$ cat src/rtl/ocp_backoff.sv
module ocp_backoff #(
  parameter int MAX_SHIFT = 4
) (
  input  logic               clk,
  input  logic               rst_n,
  input  logic               cyc_start,
  input  logic               oc_flag,
  output logic               hs_permit,
  output logic [MAX_SHIFT:0] blank_cnt
);
  localparam int CW = MAX_SHIFT + 1;

  logic [CW-1:0] len_oh;
  logic [CW-1:0] remain;

  wire conducting = (remain == '0);

  always_ff @(posedge clk) begin
    if (!rst_n) begin
      len_oh <= CW'(1);
      remain <= '0;
    end else if (cyc_start) begin
      if (!conducting) begin
        remain <= remain - 1'b1;
      end else if (oc_flag) begin
        remain <= len_oh;
        if (!len_oh[CW-1]) len_oh <= len_oh << 1;
      end else begin
        len_oh <= CW'(1);
      end
    end
  end

  assign hs_permit = conducting;
  assign blank_cnt = remain;
endmodule


$ cat config.mk
export PLATFORM = sky130hd
export DESIGN_NAME = ocp_backoff
export DESIGN_NICKNAME = d
export VERILOG_FILES = /design/src/rtl/ocp_backoff.sv
export SDC_FILE = /design/constraint.sdc
export NUM_CORES = 1
export LEC_CHECK = 0
export ABC_AREA = 1
export ABC_CLOCK_PERIOD_IN_PS = 1300
export BUFFER_PORTS_ARGS = -buffer_cell sky130_fd_sc_hd__buf_2
export CAP_MARGIN = 20
export CELL_PAD_IN_SITES_DETAIL_PLACEMENT = 0
export CELL_PAD_IN_SITES_GLOBAL_PLACEMENT = 1
export CORE_ASPECT_RATIO = 1.25
export CORE_MARGIN = 2
export CORE_UTILIZATION = 25
export CTS_CLUSTER_SIZE = 10
export DETAILED_ROUTE_END_ITERATION = 10
export PLACE_DENSITY = 0.67
export SLEW_MARGIN = 20
export SYNTH_ARGS = -nofsm -noshare
export SYNTH_HDL_FRONTEND = slang
export SYNTH_SLANG_ARGS = --single-unit
$ cat constraint.sdc
create_clock -name clk -period 1.3 [get_ports clk]
set_input_delay 0.13 -clock clk [delete_from_list [all_inputs] [get_ports clk]]
set_output_delay 0.13 -clock clk [all_outputs]
set_load 0.05 [all_outputs]
==> summary.txt <==
Setup Skew: 0.00484 ns
insertion delay to the later sink of the worst-skew pair: 0.27 ns
non-filler cells, final: 114
Starting Density: 26.8%
syn nets: 79
CP Launch Type: flip-flop
Top delay family on crit path: flip-flops
Critical-path top delay cell: dfxtp_4
initial antenna violation count: 0
vias after detailed routing: 527
post-synth cell types: 17
ant diodes: 0
Layout Cell Area excl Fill: 743 um^2
register area share after synthesis: 37.3%
largest net degree at the start of global routing: 7
critical path class: reg2out
CTS tree: built
Die Y: 55.8 um
RSZ-0062 raised after global routing: true
via density per instance: 4.62
Final Hold Vio Count: 0
dpl hpwl: 920 um
fin crit share: 99.3%
Pwr Total: 1.31 mW
Rows: 18
DR DRC count: 0
CP arrival: 1.16 ns
# setup viols final: 0
Area growth syn-to-layout: 38.5%
drt pass-1 iters: 4
maximum clock path buffer count: 2
endpoint class of the critical path: output port
Max Cap Violations: 0
CTS clk-pin slew, worst paths: 0.07 ns
Layout Utilization: 37.1%
final WL: 1.24 mm
Placed Cells incl. Taps: 103
cts hold-fix bufs: 0
Syn. warnings: 0
hold crit path type: in2reg
Tmin final: 1.29 ns
most common cell after layout, fill and taps aside: nand2_1
chip width: 45.4 um
Place WS: 0.0355 ns
PwrDens: 1760 nW/um^2
antenna-violating nets left: 0
Crit path required time: 1.17 ns
share of cells above drive strength 1: 36.2%
total grt overflow: 0
vias in the first global route: 517
Largest stage delay, worst path: 0.36 ns
clk sinks: 10
Max Freq: 0.775 GHz
CTS Root Cell: clkbuf_4
final RePlAce weighted congestion: 0.683
Placed Area: 633 um^2
Core Footprint: 2000 um^2
Slew HR: 77.9%
gr usage total: 11.3%
Slew Limit Fails: 0
LEAKAGE: 0.333 nW
Synth Cell Area: 537 um^2
CP bufs+invs: 3
DRT iter0 DRCs: 3
status: finished clean
number of buffers created by CTS: 3
global-route wire length before repair: 2.08 mm
H-tree depth: 1
maximum VDD drop: 0.000748 V
PortBufs: 9
Syn Inst Count: 74
worst-margin pin slew: 0.327 ns
synthesized area per cell: 7.25 um^2
setup ws final: 0.00964 ns
CP Cell Sequence: inv_4 > ha_4 > nand3_4 > clkinv_4 > buf_8
FF+latch count, synth: 10
most frequent cells in the layout: nand2_1 (12), nor2_1 (11), inv_1 (9)
Die Area: 2540 um^2
WL/cell: 10.9 um
nets@finish: 100
Top Ports: 10
crit path max fanout: 4
==> worst register-to-register path, delay by kind of cell, from the launching register on <==
kind | cells | cell delay, ns
flip-flops | 1 | 0.35
AO/OA/AOI/OAI | 1 | 0.15
buffers and inverters | 2 | 0.21
AND/OR/NAND/NOR | 3 | 0.30
adder cells (fa/ha/maj) | 1 | 0.16
==> cell families after synthesis <==
| group | synth area share [%] |
|---|---|
| and+or+nand+nor | 38.0 |
| AOI/OAI and AO/OA | 13.5 |
| buffers and inverters | 8.86 |
| DFF | 37.3 |
| adders and majority gates | 2.33 |
==> path summary, 6_finish.rpt <==
| path | start | to | slack [ns] | depth (start not counted) |
|---|---|---|---|---|
| worst min register to register | blank_cnt[4]$_SDFFE_PN0P_ | blank_cnt[4]$_SDFFE_PN0P_ | 0.47 | 2 |
| worst min-delay path | rst_n | blank_cnt[2]$_SDFFE_PN0P_ | 0.13 | 3 |
| worst max-delay path | blank_cnt[0]$_SDFFE_PN0P_ | hs_permit | 0.01 | 5 |
| worst max register to register | blank_cnt[1]$_SDFFE_PN0P_ | len_oh[0]$_SDFFE_PN1P_ | 0.02 | 7 |
==> power breakdown <==
| part | internal [mW] | leakage (nW) | total (mW) | switching [mW] |
|---|---|---|---|---|
| clock | 0.119 | 0.0150 | 0.226 | 0.107 |
| combinational | 0.293 | 0.234 | 0.693 | 0.400 |
| sequential | 0.348 | 0.0842 | 0.389 | 0.0415 |
| total | 0.759 | 0.333 | 1.31 | 0.549 |
==> metal layers <==
| metal | vias to the layer above | global-route usage (%) | routed length, um | part of all wire [%] |
|---|---|---|---|---|
| met5 | - | 0 | 0 | 0 |
| met2 | 7 | 18.9 | 653 | 53 |
| li1 | 285 | - | - | - |
| met4 | 0 | 6.30 | 35 | 2.8 |
| met3 | 5 | 2.92 | 41 | 3.3 |
| met1 | 230 | 12.1 | 508 | 41 |
==> Yosys cell counts (all sizes together) <==
cell   number  area share [%]
ha          1             2.3
inv        12             8.9
nor2       13              14
nand3       5             7.0
dfxtp      10              37
a21oi       6             5.6
o21ai       7             6.5
a21o        1             1.4
nand4       5             5.8
nand2      14              12
==> metrics by stage <==
step / setup TNS (ns) / hold WS [ns]
6_report: 0 / 0.131
5_1_grt: -0.268 / 0.138
4_1_cts: -0.00777 / 0.130
3_5_place_dp: 0 / 0.418
3_3_place_gp: 0 / 0.415
2_1_floorplan: 0 / 0.259
==> layout make-up <==
| class | instances | area, um^2 |
|---|---|---|
| inverter | 12 | 55.1 |
| sequential | 10 | 211 |
| timing repair buffer | 16 | 120 |
| fill | 210 | 1260 |
| multi-input combinational | 52 | 305 |
| tap | 20 | 25.0 |
| clock buffer | 4 | 26.3 |
==> registers in the layout, indices dropped and copies added, names as in the netlist <==
signal,count
blank_cnt,5
len_oh,5
==> repair_timing <==
action | in CTS | in global routing
endpoints found under the setup margin | 1 | 9
pin swaps | 4 | 5
resized for setup | 5 | 4
gates cloned | 0 | 0
buffers inserted | 6 | 1
Power figures use the tool's default switching activity.
